### config.mk
export PLATFORM = sky130hd
export DESIGN_NAME = dma_split_track
export DESIGN_NICKNAME = d
export VERILOG_FILES = /design/src/rtl/dma_st_pkg.sv /design/src/rtl/dma_st_splitter.sv /design/src/rtl/dma_st_fifo.sv /design/src/rtl/dma_st_tracker.sv /design/src/rtl/dma_split_track.sv
export SDC_FILE = /design/constraint.sdc
export NUM_CORES = 1
export LEC_CHECK = 0
export CORE_MARGIN = 2
export CORE_UTILIZATION = 50
export CTS_CLUSTER_DIAMETER = 60
export CTS_CLUSTER_SIZE = 14
export DETAILED_ROUTE_END_ITERATION = 8
export GPL_ROUTABILITY_DRIVEN = 0
export GPL_TIMING_DRIVEN = 0
export MAX_ROUTING_LAYER = met4
export PLACE_DENSITY = 0.72
export SLEW_MARGIN = 20
export SYNTH_ARGS = -nofsm -noshare
export SYNTH_HDL_FRONTEND = slang
export SYNTH_HIERARCHICAL = 1
export SYNTH_SLANG_ARGS = --single-unit
### constraint.sdc
create_clock -name clk -period 6.1 [get_ports clk]
set_clock_uncertainty 0.1 [all_clocks]
set_input_delay 0.61 -clock clk [delete_from_list [all_inputs] [get_ports clk]]
set_output_delay 0.61 -clock clk [all_outputs]
set_load 0.01 [all_outputs]
### src/rtl/dma_st_pkg.sv
package dma_st_pkg;

    localparam int ADDR_W = 32;
    localparam int LEN_W  = 16;
    localparam int DLY_W  = 8;

    // one accepted command
    typedef struct packed {
        logic [ADDR_W-1:0] addr;
        logic [LEN_W-1:0]  len;
        logic              wr;
        logic [DLY_W-1:0]  dly;
    } xfer_t;

    // one queued memory request
    typedef struct packed {
        logic [ADDR_W-1:0] addr;
        logic [LEN_W-1:0]  size;
        logic [LEN_W-1:0]  off;
        logic              wr;
    } piece_t;

    // bytes up to the next boundary, capped by what is left
    function automatic logic [LEN_W-1:0] piece_len(
        input logic [ADDR_W-1:0] a,
        input logic [LEN_W-1:0]  left,
        input int unsigned       blk
    );
        logic [LEN_W:0] room;
        room = (LEN_W+1)'(blk) - (LEN_W+1)'(a & ADDR_W'(blk - 1));
        return ({1'b0, left} < room) ? left : room[LEN_W-1:0];
    endfunction

    // number of boundary-limited pieces in a transfer
    function automatic logic [LEN_W:0] piece_count(
        input logic [ADDR_W-1:0] a,
        input logic [LEN_W-1:0]  len,
        input int unsigned       blk_lg
    );
        logic [LEN_W+1:0] span;
        span = (LEN_W+2)'(a & ADDR_W'((1 << blk_lg) - 1))
             + (LEN_W+2)'(len)
             + (LEN_W+2)'((1 << blk_lg) - 1);
        return (LEN_W+1)'(span >> blk_lg);
    endfunction

endpackage

### src/rtl/dma_st_splitter.sv
module dma_st_splitter
    import dma_st_pkg::*;
#(
    parameter int BLK_BYTES = 64
) (
    input  logic   clk,
    input  logic   rst,
    input  logic   start,
    input  xfer_t  xfer,
    input  logic   fifo_full,
    output logic   push,
    output piece_t piece
);

    logic             active;
    logic [LEN_W-1:0] off;

    always_comb begin
        piece.addr = xfer.addr + ADDR_W'(off);
        piece.off  = off;
        piece.wr   = xfer.wr;
        piece.size = piece_len(piece.addr, xfer.len - off, BLK_BYTES);
        push       = active && !fifo_full;
    end

    always_ff @(posedge clk) begin
        if (rst) begin
            active <= 1'b0;
            off    <= '0;
        end else if (start) begin
            active <= 1'b1;
            off    <= '0;
        end else if (push) begin
            off <= off + piece.size;
            if (off + piece.size == xfer.len)
                active <= 1'b0;
        end
    end

endmodule

### src/rtl/dma_st_fifo.sv
module dma_st_fifo
    import dma_st_pkg::*;
#(
    parameter int DEPTH = 4
) (
    input  logic   clk,
    input  logic   rst,
    input  logic   push,
    input  piece_t din,
    input  logic   pop,
    output piece_t dout,
    output logic   empty,
    output logic   full
);

    localparam int PW = $clog2(DEPTH);

    piece_t        mem [DEPTH];
    logic [PW:0]   wp, rp;

    assign empty = (wp == rp);
    assign full  = (wp[PW] != rp[PW]) && (wp[PW-1:0] == rp[PW-1:0]);
    assign dout  = mem[rp[PW-1:0]];

    always_ff @(posedge clk) begin
        if (push)
            mem[wp[PW-1:0]] <= din;
    end

    always_ff @(posedge clk) begin
        if (rst) begin
            wp <= '0;
            rp <= '0;
        end else begin
            if (push) wp <= wp + 1'b1;
            if (pop)  rp <= rp + 1'b1;
        end
    end

endmodule

### src/rtl/dma_st_tracker.sv
module dma_st_tracker
    import dma_st_pkg::*;
#(
    parameter int BLK_BYTES = 64,
    parameter int LAT_W     = 8
) (
    input  logic             clk,
    input  logic             rst,
    input  logic             start,
    input  logic [LEN_W:0]   n_pieces,
    input  xfer_t            xfer,
    input  logic             rsp_valid,
    input  logic [LAT_W-1:0] rsp_lat,
    input  logic             drain_req,
    output logic             done,
    output logic             rsp_err,
    output logic             drain_idle,
    output logic             drain_done,
    output logic [LEN_W:0]   outst,
    output logic [LEN_W-1:0] rcv
);

    localparam int TMR_W = ((DLY_W > LAT_W) ? DLY_W : LAT_W) + 1;

    logic             rsp_take, last;
    logic [LEN_W-1:0] rsz;
    logic [TMR_W-1:0] sum, tmr;
    logic             dpend;

    always_comb begin
        rsp_take   = rsp_valid && (outst != '0);
        rsp_err    = rsp_valid && (outst == '0);
        rsz        = piece_len(xfer.addr + ADDR_W'(rcv), xfer.len - rcv, BLK_BYTES);
        last       = rsp_take && (rcv + rsz == xfer.len);
        sum        = TMR_W'(xfer.dly) + TMR_W'(rsp_lat);
        drain_idle = drain_req && (outst == '0);
        drain_done = dpend && (outst == '0);
    end

    always_ff @(posedge clk) begin
        if (rst) begin
            outst <= '0;
            rcv   <= '0;
            tmr   <= '0;
            done  <= 1'b0;
            dpend <= 1'b0;
        end else begin
            done  <= 1'b0;
            dpend <= (outst != '0) && (dpend || drain_req);
            if (start) begin
                outst <= outst + n_pieces;
                rcv   <= '0;
            end else if (rsp_take) begin
                outst <= outst - 1'b1;
                rcv   <= rcv + rsz;
            end
            if (last) begin
                if (sum == '0) done <= 1'b1;
                else           tmr  <= sum;
            end else if (tmr != '0) begin
                tmr <= tmr - 1'b1;
                if (tmr == TMR_W'(1))
                    done <= 1'b1;
            end
        end
    end

endmodule

### src/rtl/dma_split_track.sv
module dma_split_track
    import dma_st_pkg::*;
#(
    parameter int BLK_BYTES  = 64,
    parameter int FIFO_DEPTH = 4,
    parameter int LAT_W      = 8
) (
    input  logic              clk,
    input  logic              rst,
    input  logic              cmd_valid,
    output logic              cmd_ready,
    input  logic [ADDR_W-1:0] cmd_addr,
    input  logic [LEN_W-1:0]  cmd_len,
    input  logic              cmd_write,
    input  logic [DLY_W-1:0]  cmd_delay,
    output logic              req_valid,
    input  logic              req_ready,
    output logic [ADDR_W-1:0] req_addr,
    output logic [LEN_W-1:0]  req_size,
    output logic [LEN_W-1:0]  req_offset,
    output logic              req_write,
    input  logic              retry,
    input  logic              rsp_valid,
    input  logic [LAT_W-1:0]  rsp_lat,
    output logic              rsp_err,
    output logic              done,
    input  logic              drain_req,
    output logic              drain_idle,
    output logic              drain_done
);

    localparam int BLK_LG = $clog2(BLK_BYTES);

    xfer_t            cmd_q, cmd_in;
    logic             busy, start, wait_q;
    logic             push, fifo_empty, fifo_full;
    piece_t           piece_in, head;
    logic [LEN_W:0]   outst;
    logic [LEN_W-1:0] rcv;

    assign cmd_in    = '{addr: cmd_addr, len: cmd_len, wr: cmd_write, dly: cmd_delay};
    assign cmd_ready = !busy;
    assign start     = cmd_valid && !busy;

    assign req_valid  = !fifo_empty && !wait_q;
    assign req_addr   = head.addr;
    assign req_size   = head.size;
    assign req_offset = head.off;
    assign req_write  = head.wr;

    always_ff @(posedge clk) begin
        if (rst) begin
            busy   <= 1'b0;
            cmd_q  <= '0;
            wait_q <= 1'b0;
        end else begin
            if (start)     busy <= 1'b1;
            else if (done) busy <= 1'b0;
            if (start)     cmd_q <= cmd_in;
            if (wait_q)    wait_q <= !retry;
            else           wait_q <= req_valid && !req_ready;
        end
    end

    dma_st_splitter #(.BLK_BYTES(BLK_BYTES)) u_split (
        .clk(clk), .rst(rst), .start(start), .xfer(cmd_q),
        .fifo_full(fifo_full), .push(push), .piece(piece_in)
    );

    dma_st_fifo #(.DEPTH(FIFO_DEPTH)) u_fifo (
        .clk(clk), .rst(rst), .push(push), .din(piece_in),
        .pop(req_valid && req_ready), .dout(head),
        .empty(fifo_empty), .full(fifo_full)
    );

    dma_st_tracker #(.BLK_BYTES(BLK_BYTES), .LAT_W(LAT_W)) u_track (
        .clk(clk), .rst(rst), .start(start),
        .n_pieces(piece_count(cmd_addr, cmd_len, BLK_LG)),
        .xfer(cmd_q), .rsp_valid(rsp_valid), .rsp_lat(rsp_lat),
        .drain_req(drain_req), .done(done), .rsp_err(rsp_err),
        .drain_idle(drain_idle), .drain_done(drain_done),
        .outst(outst), .rcv(rcv)
    );

endmodule

# Word-level counts from Yosys, hierarchy flattened
# Memories as Yosys holds them, arrays and structs flattened. A register that Yosys moved wholly into a read port is not among the register bits.
# Cells that the tools add are included.
# Widths: inputs -> output; s select.
dict set report word_totals {
  n_memories 1
  ram_bits 260
  reg_bits 126
}
dict set report classes {
  add_sub_neg 16
  magnitude_cmp 2
  n_eq_ne 7
  muxes 21
  n_reduce_logical 31
}
# name depth word_bits rd rd_ports_with_merged_regs write_ports line
set mem_list {}
lappend mem_list {u_fifo.mem 4 65 1 1 1 dma_st_fifo.sv:18} ;# piece_t mem [DEPTH];
# operator count
set ops {}
lappend ops {{$lt 16x17->1} 2}
lappend ops {{$mux 17} 2}
lappend ops {{$add 16x16->16} 2}
lappend ops {{$add 32x16->32} 1}
lappend ops {{$eq 16x16->1} 2}
lappend ops {{$mux 16} 2}
lappend ops {{$sub 16x16->16} 2}
lappend ops {{$mux 9} 3}
lappend ops {{$add 17x6->18 const B} 1}
lappend ops {{$add 17x12->17} 1}
lappend ops {{$add 6x16->17} 1}
lappend ops {{$logic_not 17->1} 1}
lappend ops {{$reduce_bool 17->1} 1}
lappend ops {{$sub 17x1->17 const B} 1}
lappend ops {{$sub 7x6->8 const A} 2}
lappend ops {{$logic_and 1x1->1} 12}
lappend ops {{$mux 1} 12}
lappend ops {{$reduce_bool 2->1} 5}
lappend ops {{$add 8x8->9} 1}
lappend ops {{$eq 9x1->1 const B} 1}
lappend ops {{$logic_not 9->1} 1}
lappend ops {{$reduce_bool 9->1} 1}
lappend ops {{$sub 9x1->9 const B} 1}
lappend ops {{$add 3x1->3 const B} 2}
lappend ops {{10 further kinds} 17}

# Logic depth before layout (Yosys ltp)
# Gate-level depths: netlist (run 1).
dict set report logic_depth {
  word_depth 9
  ltp_mapped 31
  mapped_depth_nobuf 29
}

# By module
# Netlist (run 1), hierarchy kept.
# module n_inst seq_area_each_um2 area_each_um2 cells_each
set modules_own_cells {}
lappend modules_own_cells {dma_st_fifo 1 7967.6 9823.2 379}
lappend modules_own_cells {dma_st_tracker 1 880.8 5894.4 761}
lappend modules_own_cells {dma_st_splitter 1 340.3 3937.5 524}
lappend modules_own_cells {dma_split_track 1 1181.1 2523.7 333}

# Worst setup path after synthesis (run 1)
# OpenSTA, ideal clock, no wires.
dict set report synth_timing {
  path_type {register to register}
  from {register u_track.rcv[0]}
  to {register u_track.tmr[6]}
  stages_incl_launch_ff 29
  setup_time_ns 0.136
  synth_period_minus_slack_ns 6.322
  n_path_buf 0
  required_time_ns 5.864
  arrival_time_ns 6.086
  slack_ns -0.222
  path_cell_list {dfxtp_1 ha_1 fa_1 a21o_1 a21oi_1 xnor2_1 or2_2 nor2_1 xor2_1 inv_1 ha_1 a221oi_1 o2111ai_1 nor4_1 nand3_1 mux2i_1 ha_1 inv_1 fa_1 and2b_1 o221ai_2 a21oi_2 o21ai_2 mux2_2 nand3_1 or2b_2 nor4b_1 and3b_2 a211oi_2}
}
dict set report synth_between {
  elab_chain_cells 9
  word_cells_on_any_way 12
}
# element line
set synth_lines {}
lappend synth_lines {{from (decl)} dma_st_tracker.sv:20} ;# output logic [LEN_W-1:0] rcv
lappend synth_lines {{from (signal assigned)} dma_st_tracker.sv:55} ;# rcv <= rcv + rsz;
lappend synth_lines {{$add 6x6->6} dma_st_tracker.sv:33} ;# rsz = piece_len(xfer.addr + ADDR_W'(rcv), xfer.len - rcv, BLK_BYTES);
lappend synth_lines {{$sub 7x6->8} dma_st_pkg.sv:30} ;# room = (LEN_W+1)'(blk) - (LEN_W+1)'(a & ADDR_W'(blk - 1));
lappend synth_lines {{$lt 16x17->1} dma_st_pkg.sv:31} ;# return ({1'b0, left} < room) ? left : room[LEN_W-1:0];
lappend synth_lines {{$mux 16} dma_st_pkg.sv:31}
lappend synth_lines {{$add 16x16->16 *} dma_st_tracker.sv:34} ;# last = rsp_take && (rcv + rsz == xfer.len);
lappend synth_lines {{$eq 16x16->1 *} dma_st_tracker.sv:34}
lappend synth_lines {{$logic_and 1x1->1 *} dma_st_tracker.sv:34}
lappend synth_lines {{$ne 2x2->1 (no source line) or $reduce_bool 2->1 (tied branches)} -}
lappend synth_lines {{$reduce_and 2->1 (no source line)} -}
lappend synth_lines {{to (signal assigned)} dma_st_tracker.sv:59} ;# else tmr <= sum;
lappend synth_lines {{to (signal assigned)} dma_st_tracker.sv:61} ;# tmr <= tmr - 1'b1;
lappend synth_lines {{to (decl)} dma_st_tracker.sv:27} ;# logic [TMR_W-1:0] sum, tmr;
# Mark *: on every way between the ends. The rest lies on a longest branch, timed or not.
# A chain may end at the register's enable or synchronous reset.

# Worst setup path after layout (run 1)
dict set report layout_timing {
  from {register cmd_q[9] (netlist bit)}
  to {register u_track.tmr[6]}
}
dict set report layout_between {
  elab_chain_cells 8
  word_cells_on_any_way 10
}
# element line
set layout_lines {}
lappend layout_lines {{from (decl)} dma_split_track.sv:34} ;# xfer_t cmd_q, cmd_in;
lappend layout_lines {{from (signal assigned)} dma_split_track.sv:59} ;# if (start) cmd_q <= cmd_in;
lappend layout_lines {{$sub 16x16->16} dma_st_tracker.sv:33}
lappend layout_lines {{$lt 16x17->1} dma_st_pkg.sv:31}
lappend layout_lines {{$mux 16} dma_st_pkg.sv:31}
lappend layout_lines {{$add 16x16->16} dma_st_tracker.sv:34}
lappend layout_lines {{$eq 16x16->1 *} dma_st_tracker.sv:34}
lappend layout_lines {{$logic_and 1x1->1 *} dma_st_tracker.sv:34}
lappend layout_lines {{$ne 2x2->1 (no source line) or $reduce_bool 2->1 (tied branches)} -}
lappend layout_lines {{$reduce_and 2->1 (no source line)} -}
# Marked as above.

==> results of run 1 <==
-- where the power goes --
group          switching, mW  internal, mW
Combinational           2.12          1.94
Clock                   1.06          1.28
Sequential             0.157          3.01
Total                   3.34          6.24
-- through the flow --
stage	power, mW	setup WS, ns	instances	util (%)	setup TNS [ns]
floorplan	5.68	-0.0327	2025	-	-0.0648
global placement	6.46	-1.14	2759	55.8	-13.60
detailed placement	6.57	-1.26	2763	56.0	-16.75
CTS	9.34	-0.401	2886	61.4	-4.24
global route	10.1	-0.728	2909	62.5	-9.44
finish	9.58	-0.553	2909	62.5	-5.56
-- sequential cells by signal, summed over array words and instances (netlist names), 3 cells and up, named ones only --
name	cells
u_track/tmr	9
u_fifo/wp	3
cmd_q	57
u_split/off	16
u_track/rcv	16
u_track/outst	17
u_fifo/mem	260
u_fifo/rp	3
-- path summary, 6_finish.rpt --
| path | from | endpoint | cells after the start |
|---|---|---|---|
| worst max-delay path | cmd_q[9] | u_track/tmr[6] | 31 |
| worst min-delay path | cmd_q[8] | cmd_q[8] | 2 |
| worst max register to register | cmd_q[9] | u_track/tmr[6] | 31 |
| worst min register to register | cmd_q[8] | cmd_q[8] | 2 |
-- cells in the final DEF, fill, tap and decap left out, types with 32 or more instances in the layout --
| cell type | count |
|---|---|
| dfxtp_1 | 116 |
| o21ai_0 | 41 |
| nand2_1 | 228 |
| clkbuf_16 | 41 |
| nor2_1 | 110 |
| nand3_1 | 32 |
| xnor2_1 | 65 |
| mux4_2 | 65 |
| inv_1 | 105 |
| nand2b_1 | 33 |
| ha_1 | 116 |
| xor2_1 | 38 |
| clkdlybuf4s50_1 | 142 |
| a21oi_1 | 164 |
| nor3_1 | 32 |
| clkbuf_1 | 52 |
| edfxtp_1 | 260 |
| buf_4 | 71 |
-- timing repair --
| action | in CTS | in global routing |
|---|---|---|
| gates cloned | 1 | 0 |
| setup buffers | 51 | 27 |
| gates resized for setup | 130 | 75 |
| setup endpoints to repair | 23 | 21 |
| endpoints found under the hold margin | 0 | 0 |
| pin swaps | 85 | 66 |
-- critical path: cells and delay by family (launching register included) --
kind	cells	cell delay [ns]
AND/OR/NAND/NOR	11	2.31
AO/OA/AOI/OAI	6	1.29
adder cells (fa/ha/maj)	4	1.00
buffers and inverters	7	0.84
flip-flops	1	0.36
XOR/XNOR	2	0.32
multiplexers	1	0.30
-- kinds of logic after synthesis --
group                    synth area share (%)
other                                  0.0508
multiplexers                             8.08
adder cells (fa/ha/maj)                  8.39
buffers and inverters                    4.14
AO/OA/AOI/OAI                            13.4
AND/OR/NAND/NOR                          13.5
XOR/XNOR                                 5.66
flip-flops                               46.8
-- cell type report --
type,instances,area (um2)
timing repair buffer,223,2190
buffer,75,499
clock inverter,13,129
inverter,109,409
sequential,388,10400
multi-input combinational,1450,12100
tap,592,741
fill,3361,16500
clock buffer,59,1100
-- layer usage --
layer / part of all wire, % / vias to the layer above
met5: 0 / -
met4: 3.1 / 0
met3: 5.3 / 124
met2: 50 / 598
met1: 41 / 8205
li1: - / 7919
==> results.sh, run 1 <==
export IMPL_synthFlopType="edfxtp_1"
export IMPL_finalInstanceArea_um2=27500
export IMPL_ir_drop_uv=225
export IMPL_layout_setup_ws_ns=-0.553
export IMPL_drv_cap=0
export IMPL_cts_hold_buffers=0
export IMPL_routedWlPerCell_um=19.4
export IMPL_grt_pass1_wl_um=87700
export IMPL_synth_distinct_cells=114
export IMPL_reg2reg_slack_ns=-0.55
export IMPL_nNetsFinal=2502
export IMPL_overflow=0
export IMPL_grt_pass1_vias=16700
export IMPL_dieHeight_um=215
export IMPL_use_met3_pct=3.22
export IMPL_fmaxAchievable_ghz=0.150
export IMPL_ys_warn_count=6
export IMPL_path_clk_slew_ns=0.07
export IMPL_period_minus_slack_ns=6.65
export IMPL_slowest_stage="a2111oi_4"
export IMPL_synth_edf_count=260
export IMPL_syn2layout_area_growth_pct=24.1
export IMPL_status="finished, violations left"
export IMPL_violations="setup timing"
export IMPL_syn_area_um2=22200
export IMPL_fin_crit_sh_pct=109
export IMPL_die_area_um2=46100
export IMPL_synthArstFlopShare_pct=0
export IMPL_synth_top_cell_by_area="edfxtp_1"
export IMPL_antenna_found_initial=0
export IMPL_via_count=16800
export IMPL_cts_buffer_depth=3
export IMPL_yosysMostFrequentCell="edfxtp_1"
export IMPL_p_leak_nw=10.3
export IMPL_cts_buffers=39
export IMPL_core_area_um2=44000
export IMPL_rows=77
export IMPL_cp_max_fo=5
export IMPL_synth_top_cell_area_share_pct=35.2
export IMPL_cts_tree="built"
export IMPL_clock_sinks=388
export IMPL_grt_busiest_layer="met2"
export IMPL_initial_core_util_pct=50.4
export IMPL_hp_class="reg -> reg"
export IMPL_critical_path_class="reg -> reg"
export IMPL_required_ns=6.43
export IMPL_postRouteAntennaNets=0
export IMPL_ctsHtreeMaxLevel=2
export IMPL_place_area_um2=24700
export IMPL_wl_um=56600
export IMPL_n_antenna_cell=0
export IMPL_io_buffers=142
export IMPL_drive_above_1_share_pct=20.3
export IMPL_avgSynthCellArea_um2=11.1
export IMPL_pin_count=143
export IMPL_dp_hpwl_um=39400
export IMPL_cts_root_buf="clkbuf_16"
export IMPL_critPathCaptureType="flop"
export IMPL_worstMarginPinSlew_ns=0.985
export IMPL_relSlewSlack_pct=34.3
export IMPL_synth_area_top_cells="edfxtp_1 (35%), dfxtp_1 (12%), ha_1 (7.7%)"
export IMPL_finalMaxSlewViolations=0
export IMPL_synth_seq_cells=388
export IMPL_drt_initial_drc_count=1261
export IMPL_grt_max_degree=40
export IMPL_power_density_nw_per_um2=348
export IMPL_critical_path_arrival_ns=6.99
export IMPL_grt_usage_pct=24.6
export IMPL_hold_ws_ns=0.356
export IMPL_grt_use_met1_pct=30.0
export IMPL_start_kind="flop"
export IMPL_use_met2_pct=42.4
export IMPL_ys_seq_area_share_pct=46.8
export IMPL_critPathMaxStageDelay_ns=0.40
export IMPL_hold_violations=0
export IMPL_dr_pass1_iters=6
export IMPL_synth_common_cells="edfxtp_1 (260), nand2_1 (231), a21oi_1 (181)"
export IMPL_drc=0
export IMPL_syn_inst=1997
export IMPL_rsz0062_at_grt="yes"
export IMPL_die_w_um=215
export IMPL_vias_per_cell=5.79
export IMPL_clk_latency_ns=0.57
export IMPL_setup_viol=14
(Power assumes the default switching activity.)
==> run 2: changes to the inputs <==
Settings changed: CORE_MARGIN 2 to default, CORE_UTILIZATION 50 to 40, PLACE_DENSITY 0.72 to default, SLEW_MARGIN 20 to default.
==> results.sh, run 2 (synthesis gave the netlist of run 1 again) <==
export IMPL_status="finished, violations left"
export IMPL_violations="setup timing"
export IMPL_fin_util_pct=50.8
export IMPL_rows=85
export IMPL_via_count=16500
export IMPL_grt_pass1_vias=16500
export IMPL_n_antenna_cell=0
export IMPL_grt_usage_pct=20.5
export IMPL_critPathCaptureType="flop"
export IMPL_nFillCells=4717
export IMPL_slowest_stage="fa_2"
export IMPL_pin_count=143
export IMPL_cts_buffer_depth=3
export IMPL_layout_setup_ws_ns=-0.393
export IMPL_die_w_um=237
export IMPL_ir_drop_uv=249
export IMPL_dr_pass1_iters=7
export IMPL_layout_commonest_cell="edfxtp_1"
export IMPL_hp_class="reg -> reg"
export IMPL_largest_reg_flops=260
export IMPL_core_area_um2=54300
export IMPL_worstMarginPinSlew_ns=1.02
export IMPL_initial_core_util_pct=40.8
export IMPL_relSlewSlack_pct=31.7
export IMPL_period_minus_slack_ns=6.49
export IMPL_cts_buffers=39
export IMPL_p_leak_nw=10.3
export IMPL_cp_max_fo=8
export IMPL_routedWlPerCell_um=18.6
export IMPL_drive_above_1_share_pct=19.5
export IMPL_drv_cap=0
export IMPL_postRouteAntennaNets=0
export IMPL_ctsHtreeMaxLevel=2
export IMPL_path_clk_slew_ns=0.06
export IMPL_hold_violations=0
export IMPL_cts_tree="built"
export IMPL_multi_input_comb_area_um2=12000
export IMPL_setup_viol=14
export IMPL_finalMaxSlewViolations=0
export IMPL_start_kind="flop"
export IMPL_die_area_um2=56400
export IMPL_grt_max_degree=47
export IMPL_critical_path_arrival_ns=6.85
export IMPL_syn2layout_area_growth_pct=24.4
export IMPL_place_area_um2=24900
export IMPL_seq_area_um2=10400
export IMPL_antenna_found_initial=0
export IMPL_vias_per_cell=5.40
export IMPL_fmaxAchievable_ghz=0.154
export IMPL_nNetsFinal=2498
export IMPL_wl_um=56700
export IMPL_grt_pass1_wl_um=88800
export IMPL_drc=0
export IMPL_dieHeight_um=237
export IMPL_finalInstanceArea_um2=27600
export IMPL_io_buffers=142
export IMPL_power_density_nw_per_um2=343
export IMPL_clock_sinks=388
export IMPL_dp_cells=2910
export IMPL_critical_path_class="reg -> reg"
export IMPL_drt_initial_drc_count=1074
export IMPL_clk_latency_ns=0.56
export IMPL_dpl_worst_slack_ns=-1.48
export IMPL_overflow=0
export IMPL_layout_common_cells="edfxtp_1 (260), nand2_1 (229), a21oi_1 (162)"
export IMPL_fin_crit_sh_pct=106
export IMPL_dp_hpwl_um=40600
export IMPL_critPathMaxStageDelay_ns=0.42
export IMPL_rsz0062_at_grt="yes"
export IMPL_stdcell_count=3052
export IMPL_required_ns=6.45
export IMPL_cts_root_buf="clkbuf_16"
[run 2: metal layers]
metal,vias to the layer above,wire length [um],GRT usage (%),share of wire (%)
met2,446,28000,34.9,49
li1,7901,-,-,-
met4,0,1240,4.73,2.2
met1,8032,24900,25.9,44
met5,-,0,-,0
met3,99,2570,2.73,4.5
[run 2: repair_timing]
item / in CTS / in global routing
buffers inserted: 43 / 29
hold buffers: 0 / 0
gates cloned: 1 / 0
pin swaps: 76 / 44
hold endpoints to repair: 0 / 0
resized for setup: 111 / 82
setup endpoints to repair: 27 / 19
[run 2: stage by stage]
step                      setup TNS [ns]  hold slack [ns]  power, mW
final                              -4.47            0.361       9.45
after global routing               -8.52            0.377       10.0
after global placement            -18.27            0.347       6.52
after CTS                          -3.05            0.363       9.26
after detailed placement          -20.26            0.354       6.59
after floorplan                  -0.0648            0.336       5.68
[run 2: power breakdown]
part | leakage [nW] | internal (mW) | switching [mW]
Clock | 0.589 | 1.27 | 1.04
Combinational | 6.23 | 1.91 | 2.07
Sequential | 3.48 | 3.01 | 0.155
Total | 10.3 | 6.19 | 3.27
[run 2: worst paths after layout]
check	depth (start not counted)	start	endpoint	slack [ns]
worst max register to register	32	cmd_q[9]	u_track/done	-0.39
worst min register to register	2	cmd_q[8]	cmd_q[8]	0.36
worst min-delay path	2	cmd_q[8]	cmd_q[8]	0.36
worst max-delay path	32	cmd_q[9]	u_track/done	-0.39
[run 2: layout make-up]
type	count	share of cell area [%]
clock inverter	15	0.481
buffer	76	1.85
inverter	109	1.48
multi-input combinational	1450	43.5
sequential	388	37.7
timing repair buffer	218	7.75
tap	739	3.35
clock buffer	57	3.93
[run 2: critical path, delay by kind of cell, from the launching register on]
family / cells / cell delay (ns)
adders and majority gates: 4 / 1.05
buffers and inverters: 9 / 1.09
muxes: 1 / 0.30
and+or+nand+nor: 9 / 1.70
AOI/OAI and AO/OA: 8 / 1.59
DFF: 1 / 0.38
xor gates and xnor gates: 1 / 0.18
